--- src/rtl/pwr_seq_pkg.sv ---
package pwr_seq_pkg;

    localparam int REG_W    = 8;
    localparam int CTL_W    = 4;
    localparam int IDLE_POS = 0;
    localparam int DOWN_POS = 1;
    localparam int FLGA_POS = 2;
    localparam int FLGB_POS = 3;

    typedef enum logic [1:0] {
        PM_RUN  = 2'd0,
        PM_IDLE = 2'd1,
        PM_DOWN = 2'd2,
        PM_WAKE = 2'd3
    } pmode_e;

    // Field order matches bit positions 3..0 of the register.
    typedef struct packed {
        logic flg_b;
        logic flg_a;
        logic down;
        logic idle;
    } pctl_t;

    typedef struct packed {
        logic cpu;
        logic per;
        logic osc;
    } gates_t;

    function automatic gates_t mode_gates(pmode_e m);
        gates_t g;
        case (m)
            PM_RUN:  g = '{cpu: 1'b1, per: 1'b1, osc: 1'b1};
            PM_IDLE: g = '{cpu: 1'b0, per: 1'b1, osc: 1'b1};
            PM_WAKE: g = '{cpu: 1'b0, per: 1'b0, osc: 1'b1};
            default: g = '{cpu: 1'b0, per: 1'b0, osc: 1'b0};
        endcase
        return g;
    endfunction

    function automatic logic [REG_W-1:0] pctl_read(pctl_t p);
        return {{(REG_W-CTL_W){1'b0}}, p};
    endfunction

endpackage

--- src/rtl/pwr_rst_filter.sv ---
module pwr_rst_filter #(
    parameter int RST_CYCLES = 24
) (
    input  logic clk,
    input  logic rst,
    input  logic pin,
    input  logic osc_run,
    output logic int_rst
);
    localparam int CW = (RST_CYCLES > 1) ? $clog2(RST_CYCLES) : 1;
    localparam logic [CW-1:0] LAST = CW'(RST_CYCLES - 1);

    logic [CW-1:0] cnt;
    logic          hold_q;

    always_ff @(posedge clk) begin
        if (rst) begin
            cnt    <= '0;
            hold_q <= 1'b0;
        end else if (!pin) begin
            cnt    <= '0;
            hold_q <= 1'b0;
        end else if (!osc_run) begin
            cnt    <= '0;
        end else begin
            if (cnt != LAST) cnt <= cnt + 1'b1;
            if (cnt == LAST) hold_q <= 1'b1;
        end
    end

    assign int_rst = hold_q;
endmodule

--- src/rtl/pwr_stab_timer.sv ---
module pwr_stab_timer #(
    parameter int STAB_CYCLES = 16
) (
    input  logic clk,
    input  logic rst,
    input  logic clr,
    input  logic tick,
    output logic done
);
    localparam int CW = $clog2(STAB_CYCLES + 1);
    localparam logic [CW-1:0] FULL = CW'(STAB_CYCLES);

    logic [CW-1:0] cnt;

    always_ff @(posedge clk) begin
        if (rst || clr)
            cnt <= '0;
        else if (tick && cnt != FULL)
            cnt <= cnt + 1'b1;
    end

    assign done = (cnt == FULL);
endmodule

--- src/rtl/pwr_mode_fsm.sv ---
module pwr_mode_fsm
    import pwr_seq_pkg::*;
(
    input  logic             clk,
    input  logic             rst,
    input  logic             we,
    input  logic [REG_W-1:0] wdata,
    input  logic             irq_pend,
    input  logic             wake_low,
    input  logic             stab_done,
    output pmode_e           mode,
    output pctl_t            ctl
);
    always_ff @(posedge clk) begin
        if (rst) begin
            mode <= PM_RUN;
            ctl  <= '0;
        end else begin
            case (mode)
                PM_RUN: if (we) begin
                    ctl.flg_b <= wdata[FLGB_POS];
                    ctl.flg_a <= wdata[FLGA_POS];
                    if (wdata[DOWN_POS]) begin
                        ctl.down <= 1'b1;
                        ctl.idle <= 1'b0;
                        mode     <= PM_DOWN;
                    end else if (wdata[IDLE_POS]) begin
                        ctl.idle <= 1'b1;
                        mode     <= PM_IDLE;
                    end
                end
                PM_IDLE: if (irq_pend) begin
                    ctl.idle <= 1'b0;
                    mode     <= PM_RUN;
                end
                PM_DOWN: if (wake_low) mode <= PM_WAKE;
                PM_WAKE: if (!wake_low) begin
                    if (stab_done) begin
                        ctl.down <= 1'b0;
                        mode     <= PM_RUN;
                    end else begin
                        mode     <= PM_DOWN;
                    end
                end
                default: mode <= PM_RUN;
            endcase
        end
    end
endmodule

--- src/rtl/pwr_seq.sv ---
module pwr_seq
    import pwr_seq_pkg::*;
#(
    parameter int NUM_EXT     = 2,
    parameter int RST_CYCLES  = 24,
    parameter int STAB_CYCLES = 16
) (
    input  logic               clk,
    input  logic               rst,
    input  logic               rst_pin,
    input  logic               pcon_we,
    input  logic [REG_W-1:0]   pcon_wdata,
    output logic [REG_W-1:0]   pcon_rdata,
    input  logic               irq_pend,
    input  logic [NUM_EXT-1:0] ext_n,
    input  logic [NUM_EXT-1:0] ext_en,
    input  logic [NUM_EXT-1:0] ext_edge,
    input  logic               osc_ready,
    output logic               cpu_clk_en,
    output logic               per_clk_en,
    output logic               osc_en,
    output logic               int_rst
);
    logic [NUM_EXT-1:0] wake_vec;
    logic               wake_low;
    logic               stab_done;
    logic               fsm_rst;
    pmode_e             mode;
    pctl_t              ctl;
    gates_t             gates;

    // Only enabled, level-configured pins may wake from power-down.
    for (genvar i = 0; i < NUM_EXT; i++) begin : g_wake
        assign wake_vec[i] = ext_en[i] & ~ext_edge[i] & ~ext_n[i];
    end
    assign wake_low = |wake_vec;

    assign gates   = mode_gates(mode);
    assign fsm_rst = rst | int_rst;

    pwr_rst_filter #(.RST_CYCLES(RST_CYCLES)) u_filter (
        .clk     (clk),
        .rst     (rst),
        .pin     (rst_pin),
        .osc_run (osc_en & osc_ready),
        .int_rst (int_rst)
    );

    pwr_stab_timer #(.STAB_CYCLES(STAB_CYCLES)) u_stab (
        .clk  (clk),
        .rst  (fsm_rst),
        .clr  (mode != PM_WAKE),
        .tick (osc_ready),
        .done (stab_done)
    );

    pwr_mode_fsm u_fsm (
        .clk       (clk),
        .rst       (fsm_rst),
        .we        (pcon_we),
        .wdata     (pcon_wdata),
        .irq_pend  (irq_pend),
        .wake_low  (wake_low),
        .stab_done (stab_done),
        .mode      (mode),
        .ctl       (ctl)
    );

    assign pcon_rdata = pctl_read(ctl);
    assign cpu_clk_en = gates.cpu;
    assign per_clk_en = gates.per;
    assign osc_en     = gates.osc | rst_pin;
endmodule

--- config.mk ---
export PLATFORM = sky130hd
export DESIGN_NAME = pwr_seq
export DESIGN_NICKNAME = d
export VERILOG_FILES = /design/src/rtl/pwr_seq_pkg.sv /design/src/rtl/pwr_rst_filter.sv /design/src/rtl/pwr_stab_timer.sv /design/src/rtl/pwr_mode_fsm.sv /design/src/rtl/pwr_seq.sv
export SDC_FILE = /design/constraint.sdc
export NUM_CORES = 1
export LEC_CHECK = 0
export BUFFER_PORTS_ARGS = -buffer_cell sky130_fd_sc_hd__buf_2
export CORE_ASPECT_RATIO = 1.25
export CORE_UTILIZATION = 47
export DETAILED_ROUTE_END_ITERATION = 12
export PLACE_DENSITY = 0.77
export SYNTH_ARGS = -nofsm -noshare
export SYNTH_HDL_FRONTEND = slang
export SYNTH_SLANG_ARGS = --single-unit
export TNS_END_PERCENT = 10
--- constraint.sdc ---
create_clock -name clk -period 1.9 [get_ports clk]
set_clock_uncertainty 0.15 [all_clocks]
set_input_delay 0.285 -clock clk [delete_from_list [all_inputs] [get_ports clk]]
set_output_delay 0.285 -clock clk [all_outputs]
set_load 0.005 [all_outputs]
== Word-level counts from Yosys, hierarchy flattened ==
Index checks and enable logic that the tools add are counted.

* Divide/modulo/power cells: 0
* Equal/unequal tests: 15
* $lt $le $gt $ge: 0
* Shift-type cells: 0
* Reductions and logical operators: 13
* Bitwise logic cells: 13
* Muxes and demuxes: 18
* Multipliers: 0
* Add/sub/neg operators: 2

{| class="wikitable"
|+ Operators by type and width
! operator !! count
|-
| 2-to-1 mux 2 bit || 8
|-
| inequality test 2 bit (second input constant) || 6
|-
| adder 5 x 1 -> 5 bit (second input constant) || 2
|-
| == test 5 bit (second input constant) || 2
|-
| inequality test 5 bit (second input constant) || 2
|-
| AND reduction 5 bit || 2
|-
| case mux 3 bit (3 select lines) || 1
|-
| case mux 2 bit (4 select lines) || 1
|-
| 2-to-1 mux 1 bit || 6
|-
| inverter 1 bit || 6
|-
| bitwise AND 1 bit || 5
|-
| == test 2 bit (second input constant) || 2
|-
| case mux 1 bit (2 select lines) || 2
|-
| AND reduction 2 bit || 2
|-
| AND reduction 4 bit || 1
|-
| nonzero test 2 bit || 2
|-
| OR reduction 2 bit || 2
|-
| inequality test 3 bit (second input constant) || 1
|-
| OR reduction 3 bit || 1
|-
| == test 2 x 1 -> 1 bit (second input constant) || 1
|-
| logical NOT 2 bit || 1
|-
| inequality test 2 x 1 -> 1 bit (second input constant) || 1
|-
| bitwise OR 1 bit || 2
|-
| logical AND 1 bit || 1
|-
| logical OR 1 bit || 1
|}

* Memory bits (read-only): 0
* Latch bits: 0
* Memories kept: 0
* Word-level logic and storage cells: 69
* Bits in registers: 17
* RAM bits: 0

== Depth between registers and ports, before layout ==
Gate-level depths: netlist of run 1.

* Depth in word-level cells: 6
* Mapped depth: 5
* Mapped depth without buffers: 5

== Hierarchy ==
Synthesis of run 1 repeated with hierarchy kept, for this count alone.

* Cells, all modules: 100
* Area total of the unflattened synthesis: 920.9 um^2

{| class="wikitable"
|+ By module, submodules not included
! module !! area each (um^2) !! instances !! seq. area each (um^2) !! cells an instance
|-
| pwr_mode_fsm || 291.5 || 1 || 120.1 || 31
|-
| pwr_stab_timer || 281.5 || 1 || 100.1 || 29
|-
| pwr_rst_filter || 265.3 || 1 || 120.1 || 26
|-
| pwr_seq || 82.6 || 1 || 0.0 || 14
|}

== Least setup slack after synthesis of run 1 ==
OpenSTA, ideal clock, no wires.

* Kind: register to register
* Start point: reg u_stab.cnt[0]
* End point: reg u_stab.cnt[2]
* Stages on the path, launching flop included: 6
* Arrival: 1.304 ns
* Period minus slack after synthesis: 1.525 ns
* Path buffers: 0
* Slack: 0.375 ns
* Setup time: 0.071 ns
* Cell sequence: dfxtp_1 > inv_1 > ha_1 > and4bb_1 > or4_1 > a21oi_1

* Word-level cells in the longest chain between the ends: 2

{| class="wikitable"
|+ Ends and longest elaborated chain
! what !! RTL line !! text
|-
| from (decl) || pwr_stab_timer.sv:13 || <nowiki>logic [CW-1:0] cnt;</nowiki>
|-
| from (signal assigned) || pwr_stab_timer.sv:19 || <nowiki>cnt <= cnt + 1'b1;</nowiki>
|-
| parallel branches: the longest is 2 deep, another holds adder 5 x 1 -> 5 bit || -- ||
|}

Parallel ways; which one is timed is not known.
A chain may end at the register's enable or synchronous reset.

== Worst setup path in the final report of run 1 ==
* Start point: reg u_fsm.mode[1]
* End point: out osc_en

* Word-level cells in the longest chain between the ends: 3

{| class="wikitable"
|+ Ends and longest elaborated chain
! what !! RTL line !! text
|-
| from (decl) || pwr_mode_fsm.sv:11 || <nowiki>output pmode_e mode,</nowiki>
|-
| from (signal assigned) || pwr_mode_fsm.sv:16 || <nowiki>mode <= PM_RUN;</nowiki>
|-
| from (signal assigned) || pwr_mode_fsm.sv:26 || <nowiki>mode <= PM_DOWN;</nowiki>
|-
| from (signal assigned) || pwr_mode_fsm.sv:29 || <nowiki>mode <= PM_IDLE;</nowiki>
|-
| == test 2 bit (tied with other cells) || pwr_seq_pkg.sv:33 || <nowiki>case (m)</nowiki>
|-
| case mux 3 bit (3 select lines) * || pwr_seq_pkg.sv:33 ||
|-
| bitwise OR 1 bit * || pwr_seq.sv:72 || <nowiki>assign osc_en = gates.osc | rst_pin;</nowiki>
|-
| to (decl) || pwr_seq.sv:21 || <nowiki>output logic osc_en,</nowiki>
|}

Every way passes the cells marked *; elsewhere a longest branch is shown, timed or not.

==> out/qor.tcl, run 1 <==
set qor(outcome) {finished, final reports clean}
set qor(gr-usage-all-layers_pct) 19.37
set qor(final_antenna_net_count) 0
set qor(timing.final.setup_violations) 0
set qor(worst_ir_drop_vdd_mv) 0.5342
set qor(horizontal_die_dimension_um) 39.75
set qor(placeableCoreArea_sq_um) 1622
set qor(netSwitchingPower_mw) 0.1604
set qor(worst_r2r_path_depth) 5
set qor(timing.critical_path.cells) {inv_1, or3_1, buf_2}
set qor(post_synth_edffs) 0
set qor(final_hold_viols) 0
set qor(worst-path-max-fanout) 7
set qor(num-fill-cells) 146
set qor(fmaxAchievable_mhz) 565.3
set qor(hold_start) {rst}
set qor(worst_setup_path_start_kind) {register}
set qor(boundaryPins) 32
set qor(final_layout_size_suffix_gt1_share_pct) 25.83
set qor(synth.yosys.seq_area_share_pct) 40.66
set qor(floorplan.rows) 16
set qor(synth_cells) 95
set qor(setup.worst_path.class) {register to primary output}
set qor(hold_path_end) {u_filter.int_rst}
set qor(port_buffers) 23
set qor(synth_warnings) 0
set qor(total_power_mw) 0.6431
set qor(multiInputGateArea_sq_um) 452.9
set qor(r2r_setup_slack_ns) 0.26
set qor(delay_contributed_by_the_slowest_stage_of_the_critical_path_ns) 0.42
set qor(endpoint_kind) {primary output}
set qor(place_worst_setup_slack_ns) 0.2759
set qor(detailed_place.area_sq_um) 950.9
set qor(drt_first_pass_iters) 4
set qor(number_of_global_route_vias_before_repair) 679
set qor(dr.first_iter.drc_count) 18
set qor(number_of_h_tree_levels) 1
set qor(grt_pass1_wl_mm) 2.787
set qor(post_layout_nets) 144
set qor(worst_ep_arrival_time_ns) 1.33
set qor(min-delay-path-class) {input port to register}
set qor(die_area_sq_um) 1955
set qor(clock_tree.root_cell) {sky130_fd_sc_hd__clkbuf_4}
set qor(stdcell_area_sq_um) 979.7
set qor(p_seq_share_pct) 58.8
set qor(syn_area_sq_um) 837.1
set qor(avgSynthCellArea_sq_um) 8.811
set qor(clockBufferDepth) 2
set qor(initial_antenna_violation_count) 0
set qor(synthDistinctLibCells) 34
set qor(grt_overflow_total) 0
set qor(crit_slowest_cell) {sky130_fd_sc_hd__dfxtp_2}
set qor(finalCritPeriodShare_pct) 93.10
set qor(max_cap_viol_count) 0
set qor(drv_slew) 0
set qor(clk_latency_ns) 0.29
set qor(ys_ff_latch) 17
set qor(final_cell_count_no_fill) 138
set qor(post-route-drc-count) 0
set qor(globalplace.congestion) 0.7541
set qor(cts_sinks) 17
set qor(combinationalPowerShare_pct) 11.4
set qor(clkPwrFrac_pct) 29.9
set qor(timing.hold.worst_path_depth) 2
set qor(cts_tree) {built}
set qor(worst_r2r_end) {u_stab.cnt[2]}
set qor(layout_min_cycle_time_ns) 1.769
set qor(setup_total_negative_slack_ns) 0
set qor(start_util_pct) 51.62
set qor(grt_start_max_net_pins) 11
set qor(clk_pin_slew_ns) 0.11
set qor(flow.area_growth_from_synthesis_pct) 17.04
set qor(grt_setup_unrepaired) {no}
set qor(post-route-worst-setup-slack_ns) 0.1311
set qor(total_leakage_power_nw) 0.4001
set qor(instance_count_after_placement_with_tap_cells_included) 134
set qor(layout.area.seq_sq_um) 341.6
set qor(height_of_the_die_um) 49.19
set qor(power_report.internal_total_mw) 0.4827
set qor(postSynth.asyncResetShare_pct) 0
set qor(cts_post_setup_buffers_inserted) 0
set qor(regToRegStartpoint) {u_stab.cnt[0]}
set qor(swShare_pct) 24.95
set qor(post_drt_via_cell_ratio) 5.399
set qor(totalWireLength_mm) 1.602
set qor(critical_path_required_ns) 1.46
set qor(wl_per_cell_um) 11.61
set qor(cts-buffers-inserted) 3
set qor(powerDensity_nw_per_um2) 656.5
set qor(route.vias.total) 745
set qor(yosys_most_used_dff) {sky130_fd_sc_hd__dfxtp_1}
set qor(hpwl_mm) 1.286
set qor(antenna_cells) 0
[flip-flops by register name (all words and copies together), names as in the netlist]
signal	count
u_fsm.ctl	4
u_stab.cnt	5
u_fsm.mode	2
u_filter.int_rst	1
u_filter.cnt	5
[power by group through the flow]
| stage | Sequential (mW) | Combinational, mW | Clock (mW) |
|---|---|---|---|
| final | 0.378 | 0.0731 | 0.192 |
| after global routing | 0.380 | 0.0843 | 0.210 |
| after CTS | 0.378 | 0.0730 | 0.197 |
| after detailed placement | 0.386 | 0.0728 | 0 |
| after global placement | 0.385 | 0.0716 | 0 |
| after floorplan | 0.382 | 0.0472 | 0 |
[cells in the mapped netlist (all sizes together), types with 2 or more instances]
cell / number / share of area (%)
a21oi: 7 / 4.2
and4bb: 2 / 3.0
buf: 4 / 3.6
dfxtp: 17 / 41
ha: 3 / 4.5
inv: 4 / 1.8
mux2i: 2 / 2.4
nand2: 5 / 2.2
nand3: 6 / 3.6
nand3b: 2 / 1.8
nand4: 2 / 1.5
nor2: 8 / 3.6
nor3: 5 / 3.0
nor3b: 4 / 4.2
o21ai: 4 / 2.4
xor2: 4 / 4.2
[kinds of logic (layout without fill, tap and decap cells)]
| family | count (synthesis) | after routing | share of synthesized area, % |
|---|---|---|---|
| mux | 2 | 2 | 2.392 |
| flops | 17 | 17 | 40.66 |
| buf+inv | 10 | 32 | 6.575 |
| other cells | 1 | 4 | 0.4480 |
| fa+ha+maj | 3 | 3 | 4.485 |
| compound gates | 14 | 14 | 9.119 |
| xor+xnor | 5 | 5 | 5.231 |
| simple gates | 43 | 43 | 31.09 |
[routing by layer]
metal / share of wire [%] / GRT usage (%) / wire (um)
met5: 0 / 0 / 0
met3: 4.9 / 2.740 / 78
met1: 44 / 26.36 / 703
met2: 51 / 30.87 / 819
met4: 0 / 5.172 / 0
[worst max path at each step]
stage,to,from,cells past startpoint
3_3_place_gp,u_stab.cnt[2],u_stab.cnt[0],5
5_1_grt,osc_en,u_fsm.mode[1],3
3_5_place_dp,u_stab.cnt[2],u_stab.cnt[0],5
6_report,osc_en,u_fsm.mode[1],3
2_1_floorplan,u_stab.cnt[2],u_stab.cnt[0],5
4_1_cts,osc_en,u_fsm.mode[1],3
[cells in the final DEF (no fill, tap or decap), drive strengths merged, types with 2 or more instances in the layout]
cell / n
mux2i: 2
nand2: 5
a21oi: 7
nand3: 6
nor2: 8
ha: 3
inv: 4
nor3b: 4
conb: 4
nand3b: 2
buf: 23
dfxtp: 17
xor2: 4
and4bb: 2
o21ai: 4
nand4: 2
clkbuf: 3
nor3: 5
[critical path, delay by kind of cell (launching register included)]
family / cells / cell delay (ns)
flops: 1 / 0.42
simple gates: 1 / 0.38
buf+inv: 2 / 0.24
[stage by stage]
stage / utilization [%] / hold slack [ns]
2_1_floorplan: - / 0.2111
3_3_place_gp: 58.64 / 0.3016
3_5_place_dp: 58.64 / 0.3023
4_1_cts: 60.34 / 0.02709
5_1_grt: 60.42 / 0.04540
6_report: 60.42 / 0.03020
[cell type report]
cell class	instances	share of cell area, %
inverters	5	2.043
clock buffers	3	2.299
clock inverters	1	0.5109
repair buffers	23	11.75
multi-input cells	71	46.23
well taps	18	2.299
flip-flops and latches	17	34.87
[repair_timing]
action | in CTS | in global routing
gates resized for setup | 0 | 1
setup endpoints to repair | 0 | 1
hold buffers | 0 | 0
Note: power is estimated with default switching activity, not from simulation.
==> run 2, diff against run 1 <==
--- a/config.mk
+++ b/config.mk
@@ -6,10 +6,10 @@
 export NUM_CORES = 1
 export LEC_CHECK = 0
 export BUFFER_PORTS_ARGS = -buffer_cell sky130_fd_sc_hd__buf_2
-export CORE_ASPECT_RATIO = 1.25
+export CORE_ASPECT_RATIO = 1.2
 export CORE_UTILIZATION = 47
 export DETAILED_ROUTE_END_ITERATION = 12
-export PLACE_DENSITY = 0.77
+export PLACE_DENSITY_LB_ADDON = 0.15
 export SYNTH_ARGS = -nofsm -noshare
 export SYNTH_HDL_FRONTEND = slang
 export SYNTH_SLANG_ARGS = --single-unit
==> run 2 against run 1 <==
Wire length fell by 5.2%. Via count fell by 2.3%. Final area fell by 0.13%. Critical path type unchanged. Largest cell class unchanged.
==> out/qor.tcl, run 2 (synthesis results as in run 1) <==
set qor(timing.critical_path.cells) {inv_1, or3_1, buf_2}
set qor(worst_ir_drop_vdd_mv) 0.4048
set qor(drv_slew) 0
set qor(clk_pin_slew_ns) 0.10
set qor(clockBufferDepth) 2
set qor(final_antenna_net_count) 0
set qor(flow.area_growth_from_synthesis_pct) 16.89
set qor(port_buffers) 23
set qor(worst-path-buf-inv) 2
set qor(timing.hold.worst_path_depth) 2
set qor(regToRegStartpoint) {u_stab.cnt[0]}
set qor(highest-signal-layer) {met4}
set qor(totalWireLength_mm) 1.519
set qor(fmaxAchievable_mhz) 568.8
set qor(dr.first_iter.drc_count) 7
set qor(globalplace.congestion) 0.7530
set qor(post-route-drc-count) 0
set qor(number_of_h_tree_levels) 1
set qor(reg_top3) {u_filter.cnt x5, u_stab.cnt x5, u_fsm.ctl x4}
set qor(worst_r2r_path_depth) 5
set qor(route.layer.met1.wl_um) 722
set qor(final_common_cell) {sky130_fd_sc_hd__buf_2}
set qor(total_leakage_power_nw) 0.3974
set qor(boundaryPins) 32
set qor(finalCritPeriodShare_pct) 92.53
set qor(grt_start_max_net_pins) 10
set qor(wl_per_cell_um) 11.01
set qor(clk_latency_ns) 0.28
set qor(grt_overflow_total) 0
set qor(crit_slowest_cell) {sky130_fd_sc_hd__dfxtp_2}
set qor(final_layout_size_suffix_gt1_share_pct) 25.00
set qor(layout.area.seq_sq_um) 341.6
set qor(mostFrequentLayoutCells) {sky130_fd_sc_hd__buf_2 (23), sky130_fd_sc_hd__dfxtp_1 (16), sky130_fd_sc_hd__nor2_1 (8), sky130_fd_sc_hd__a21oi_1 (7), sky130_fd_sc_hd__nand3_1 (6)}
set qor(floorplan.rows) 16
set qor(multiInputGateArea_sq_um) 452.9
set qor(post_layout_nets) 144
set qor(route.vias.total) 728
set qor(place_worst_setup_slack_ns) 0.2666
set qor(worst_setup_path_start_kind) {register}
set qor(worst_r2r_end) {u_stab.cnt[2]}
set qor(cts_sinks) 17
set qor(max_cap_viol_count) 0
set qor(grt_setup_unrepaired) {no}
set qor(worst-path-max-fanout) 7
set qor(antenna_cells) 0
set qor(worst_ep_arrival_time_ns) 1.32
set qor(start_util_pct) 50.99
set qor(cts_tree) {built}
set qor(initial_antenna_violation_count) 0
set qor(detailed_place.area_sq_um) 950.9
set qor(gr-usage-all-layers_pct) 17.60
set qor(utilization_pct) 59.60
set qor(dr_wl_met2_um) 723
set qor(height_of_the_die_um) 48.23
set qor(hold_start) {rst}
set qor(setup_total_negative_slack_ns) 0
set qor(cts-buffers-inserted) 3
set qor(final_hold_viols) 0
set qor(stdcell_area_sq_um) 978.4
set qor(min-delay-path-class) {input port to register}
set qor(drt_first_pass_iters) 4
set qor(met3_wirelength_from_detailed_routing_um) 58
set qor(post-route-worst-setup-slack_ns) 0.1420
set qor(die_area_sq_um) 1955
set qor(clock_tree.root_cell) {sky130_fd_sc_hd__clkbuf_4}
set qor(post_drt_via_cell_ratio) 5.275
set qor(outcome) {finished, final reports clean}
set qor(powerDensity_nw_per_um2) 653.9
set qor(grt_pass1_wl_mm) 2.283
set qor(number_of_global_route_vias_before_repair) 586
set qor(layout_min_cycle_time_ns) 1.758
set qor(r2r_setup_slack_ns) 0.25
set qor(horizontal_die_dimension_um) 40.53
set qor(hold_path_end) {u_filter.int_rst}
set qor(placeableCoreArea_sq_um) 1642
set qor(num-fill-cells) 147
set qor(endpoint_kind) {primary output}
set qor(critical_path_required_ns) 1.46
set qor(worst_path_dominant_cell_family) {flip-flops}
set qor(setup.worst_path.class) {register to primary output}
set qor(delay_contributed_by_the_slowest_stage_of_the_critical_path_ns) 0.41
set qor(timing.final.setup_violations) 0
==> run 2: worst max-delay path by stage <==
stage | start | end | cells past startpoint
6_report | u_fsm.mode[1] | osc_en | 3
5_1_grt | u_fsm.mode[1] | osc_en | 3
4_1_cts | u_fsm.mode[1] | osc_en | 3
3_5_place_dp | u_stab.cnt[0] | u_stab.cnt[2] | 5
3_3_place_gp | u_stab.cnt[0] | u_stab.cnt[2] | 5
2_1_floorplan | u_stab.cnt[0] | u_stab.cnt[2] | 5
==> run 2: metrics by stage <==
step	hold slack, ns	std cells	total power [mW]
3_3_place_gp	0.3042	134	0.4562
3_5_place_dp	0.3158	134	0.4579
5_1_grt	0.04619	138	0.6756
6_report	0.04132	138	0.6398
2_1_floorplan	0.2111	98	0.4290
4_1_cts	0.03144	138	0.6496
==> run 2: per-layer routing <==
layer | global-route usage, % | vias to the layer above
met5 | 0 | -
met4 | 12.00 | 0
met3 | 2.740 | 2
met2 | 26.98 | 17
met1 | 22.44 | 331
li1 | - | 378
==> run 2: area by class of cell <==
type | count | area share [%]
inverter | 5 | 2.046
timing repair buffer | 23 | 11.76
clock buffer | 4 | 2.685
multi-input combinational | 71 | 46.29
sequential | 17 | 34.91
tap | 18 | 2.302
==> run 2: repair_timing <==
action,in CTS,in global routing
hold buffers,0,0
gates resized for setup,0,1
setup endpoints to repair,0,1
buffers inserted,0,0
hold endpoints to repair,0,0
==> run 2: power breakdown <==
part | leakage, nW | switching (mW) | internal [mW] | total, mW
combinational | 0.244 | 0.0348 | 0.0374 | 0.0722
clock | 0.0150 | 0.108 | 0.0815 | 0.190
sequential | 0.138 | 0.0110 | 0.367 | 0.378
==> run 3, diff against run 2 <==
--- a/config.mk
+++ b/config.mk
@@ -7,10 +7,12 @@
 export LEC_CHECK = 0
 export BUFFER_PORTS_ARGS = -buffer_cell sky130_fd_sc_hd__buf_2
 export CORE_ASPECT_RATIO = 1.2
-export CORE_UTILIZATION = 47
+export CORE_UTILIZATION = 48
+export CTS_CLUSTER_DIAMETER = 150
 export DETAILED_ROUTE_END_ITERATION = 12
 export PLACE_DENSITY_LB_ADDON = 0.15
 export SYNTH_ARGS = -nofsm -noshare
 export SYNTH_HDL_FRONTEND = slang
+export SYNTH_HIERARCHICAL = 1
 export SYNTH_SLANG_ARGS = --single-unit
 export TNS_END_PERCENT = 10
==> run 3 against run 2 <==
Total power is 5.5% higher. Global-route usage increased by 1.0 points. Synthesized cell count is 5.3% higher. Sequential power decreased by 1%. Combinational power grew 41%.
==> out/qor.tcl, run 3 <==
set qor(gr-usage-all-layers_pct) 18.65
set qor(hold_slack_ns) 0.02805
set qor(outcome) {finished, final reports clean}
set qor(globalplace.congestion) 0.7596
set qor(timing.final.setup_violations) 0
set qor(yosys.area.top_type_share_pct) 36.96
set qor(yosysMostFrequentCell) {sky130_fd_sc_hd__dfxtp_1}
set qor(clk_latency_ns) 0.29
set qor(worst_ir_drop_vdd_mv) 0.4617
set qor(final_hold_viols) 0
set qor(min-delay-path-class) {input port to register}
set qor(final_layout_size_suffix_gt1_share_pct) 33.07
set qor(port_buffers) 23
set qor(grt_overflow_total) 0
set qor(delay_contributed_by_the_slowest_stage_of_the_critical_path_ns) 0.38
set qor(mostFrequentLayoutCells) {sky130_fd_sc_hd__buf_2 (23), sky130_fd_sc_hd__dfxtp_1 (17), sky130_fd_sc_hd__nor2_1 (12), sky130_fd_sc_hd__nand2_1 (8), sky130_fd_sc_hd__inv_1 (6)}
set qor(synth.area.top_cells) {sky130_fd_sc_hd__dfxtp_1 (37%), sky130_fd_sc_hd__nor2_1 (4.9%), sky130_fd_sc_hd__xor2_1 (4.8%), sky130_fd_sc_hd__ha_1 (4.1%), sky130_fd_sc_hd__buf_4 (3.3%)}
set qor(height_of_the_die_um) 49.98
set qor(clock_tree.root_cell) {sky130_fd_sc_hd__clkbuf_4}
set qor(cts_post_setup_buffers_inserted) 0
set qor(post_synth_edffs) 0
set qor(yosys_most_used_dff) {sky130_fd_sc_hd__dfxtp_1}
set qor(start_util_pct) 50.34
set qor(synthTopCellsByCount) {sky130_fd_sc_hd__dfxtp_1 (17), sky130_fd_sc_hd__nor2_1 (12), sky130_fd_sc_hd__nand2_1 (8), sky130_fd_sc_hd__inv_1 (6)}
set qor(synth_cells) 100
set qor(synth_top_area_cell) {sky130_fd_sc_hd__dfxtp_1}
set qor(worst_setup_path_start_kind) {register}
set qor(worst_path_dominant_cell_family) {simple AND/OR/NAND/NOR gates}
set qor(utilization_pct) 58.62
set qor(route.vias.total) 750
set qor(flow.area_growth_from_synthesis_pct) 16.44
set qor(synth_warnings) 6
set qor(worst-path-buf-inv) 1
set qor(placeableCoreArea_sq_um) 1829
set qor(ys_ff_latch) 17
set qor(timing.critical_path.cells) {or3b_1, buf_2}
set qor(final_antenna_net_count) 0
set qor(number_of_h_tree_levels) 1
set qor(avgSynthCellArea_sq_um) 9.209
set qor(boundaryPins) 32
set qor(post_layout_nets) 151
set qor(layout_min_cycle_time_ns) 1.572
set qor(powerDensity_nw_per_um2) 629.8
set qor(floorplan.rows) 17
set qor(post-route-worst-setup-slack_ns) 0.3281
set qor(cts_tree) {built}
set qor(grt_setup_unrepaired) {no}
set qor(drv_slew) 0
set qor(critical_path_required_ns) 1.46
set qor(grt_pass1_wl_mm) 3.015
set qor(cts_hold_repair.buffers) 0
set qor(dr.first_iter.drc_count) 9
set qor(post-route-drc-count) 0
set qor(crit_slowest_cell) {sky130_fd_sc_hd__or3b_1}
set qor(finalCritPeriodShare_pct) 82.73
set qor(endpoint_kind) {primary output}
set qor(totalWireLength_mm) 1.678
set qor(horizontal_die_dimension_um) 41.99
set qor(reg_top3) {u_filter/cnt x5, u_stab/cnt x5, u_fsm/ctl x4}
set qor(syn_area_sq_um) 920.9
set qor(setup.worst_path.class) {register to primary output}
set qor(clockBufferDepth) 2
set qor(wl_per_cell_um) 11.49
set qor(final_common_cell) {sky130_fd_sc_hd__buf_2}
set qor(number_of_global_route_vias_before_repair) 737
set qor(cts_sinks) 17
set qor(place_worst_setup_slack_ns) 0.3252
set qor(post_drt_via_cell_ratio) 5.137
set qor(worst_ep_arrival_time_ns) 1.14
set qor(grt_start_max_net_pins) 12
set qor(post_cts_resize_count) 0
set qor(die_area_sq_um) 2098
set qor(setup_total_negative_slack_ns) 0
set qor(fmaxAchievable_mhz) 636.2
set qor(clk_pin_slew_ns) 0.11
set qor(postSynth.asyncResetShare_pct) 0
set qor(drt_first_pass_iters) 4
set qor(total_leakage_power_nw) 0.4431
set qor(worst-path-max-fanout) 2
set qor(antenna_cells) 0
set qor(initial_antenna_violation_count) 0
set qor(synth.yosys.seq_area_share_pct) 36.96
set qor(synthDistinctLibCells) 39
set qor(hpwl_mm) 1.301
set qor(cts-buffers-inserted) 3
set qor(max_cap_viol_count) 0
## run 3: cell count changes in the layout (fill, tap and decap cells not counted), sizes merged, moves of 3 or more
cell / before / now
nor3: 5 / 2
inv: 4 / 7
nand2: 5 / 8
nor2: 8 / 12
## run 3: kinds of logic after synthesis
logic type | share of synthesized area, %
and+or+nand+nor | 29.48
AOI/OAI and AO/OA | 13.86
DFF | 36.96
buffers and inverters | 7.336
xor gates and xnor gates | 5.706
adders and majority gates | 4.077
muxes | 2.174
other | 0.4072
## run 3: final timing paths
kind	depth (start not counted)	startpoint	slack, ns	to
setup / recovery	2	u_fsm/mode[0]	0.33	osc_en
hold reg to reg	2	u_fsm/ctl[3]	0.35	u_fsm/ctl[3]
setup reg to reg	5	u_fsm/mode[0]	0.40	u_filter/cnt[2]
hold / removal	2	rst	0.03	u_filter/int_rst
## run 3: routing by layer
layer,wire length [um],track usage [%],vias to the layer above,share of wire (%)
li1,-,-,396,-
met4,16,10.22,0,0.95
met1,789,23.36,334,47
met5,0,0,-,0
met3,75,2.930,2,4.5
met2,797,30.21,18,47
## run 3: through the flow
| stage | instances | cell area (sq um) | power [mW] |
|---|---|---|---|
| floorplan | 103 | 932.1 | 0.4489 |
| global placement | 142 | 1045 | 0.4818 |
| detailed placement | 142 | 1045 | 0.4848 |
| CTS | 146 | 1072 | 0.6789 |
| global route | 146 | 1072 | 0.7073 |
| finish | 146 | 1072 | 0.6753 |
## run 3: power by group
part	internal [mW]	switching [mW]	leakage (nW)	total [mW]
Clock	0.0782	0.121	0.0177	0.199
Combinational	0.0509	0.0514	0.287	0.102
Sequential	0.367	0.00628	0.138	0.374
## run 3: area by class of cell
type	count	area, sq um
fill	172	757.0
multi-input combinational	74	524.3
sequential	17	340.3
timing repair buffer	25	130.1
inverter	7	26.28
tap	19	23.77
clock buffer	3	22.52
clock inverter	1	5.005
## run 3: worst register-to-register path, cell delays in order (launching register included)
cell and delay [ns]:
sky130_fd_sc_hd__dfxtp_1 0.33, sky130_fd_sc_hd__or3b_1 0.38, sky130_fd_sc_hd__and2_1 0.19, sky130_fd_sc_hd__nand3b_1 0.18, sky130_fd_sc_hd__a31oi_1 0.07, sky130_fd_sc_hd__o21a_1 0.11
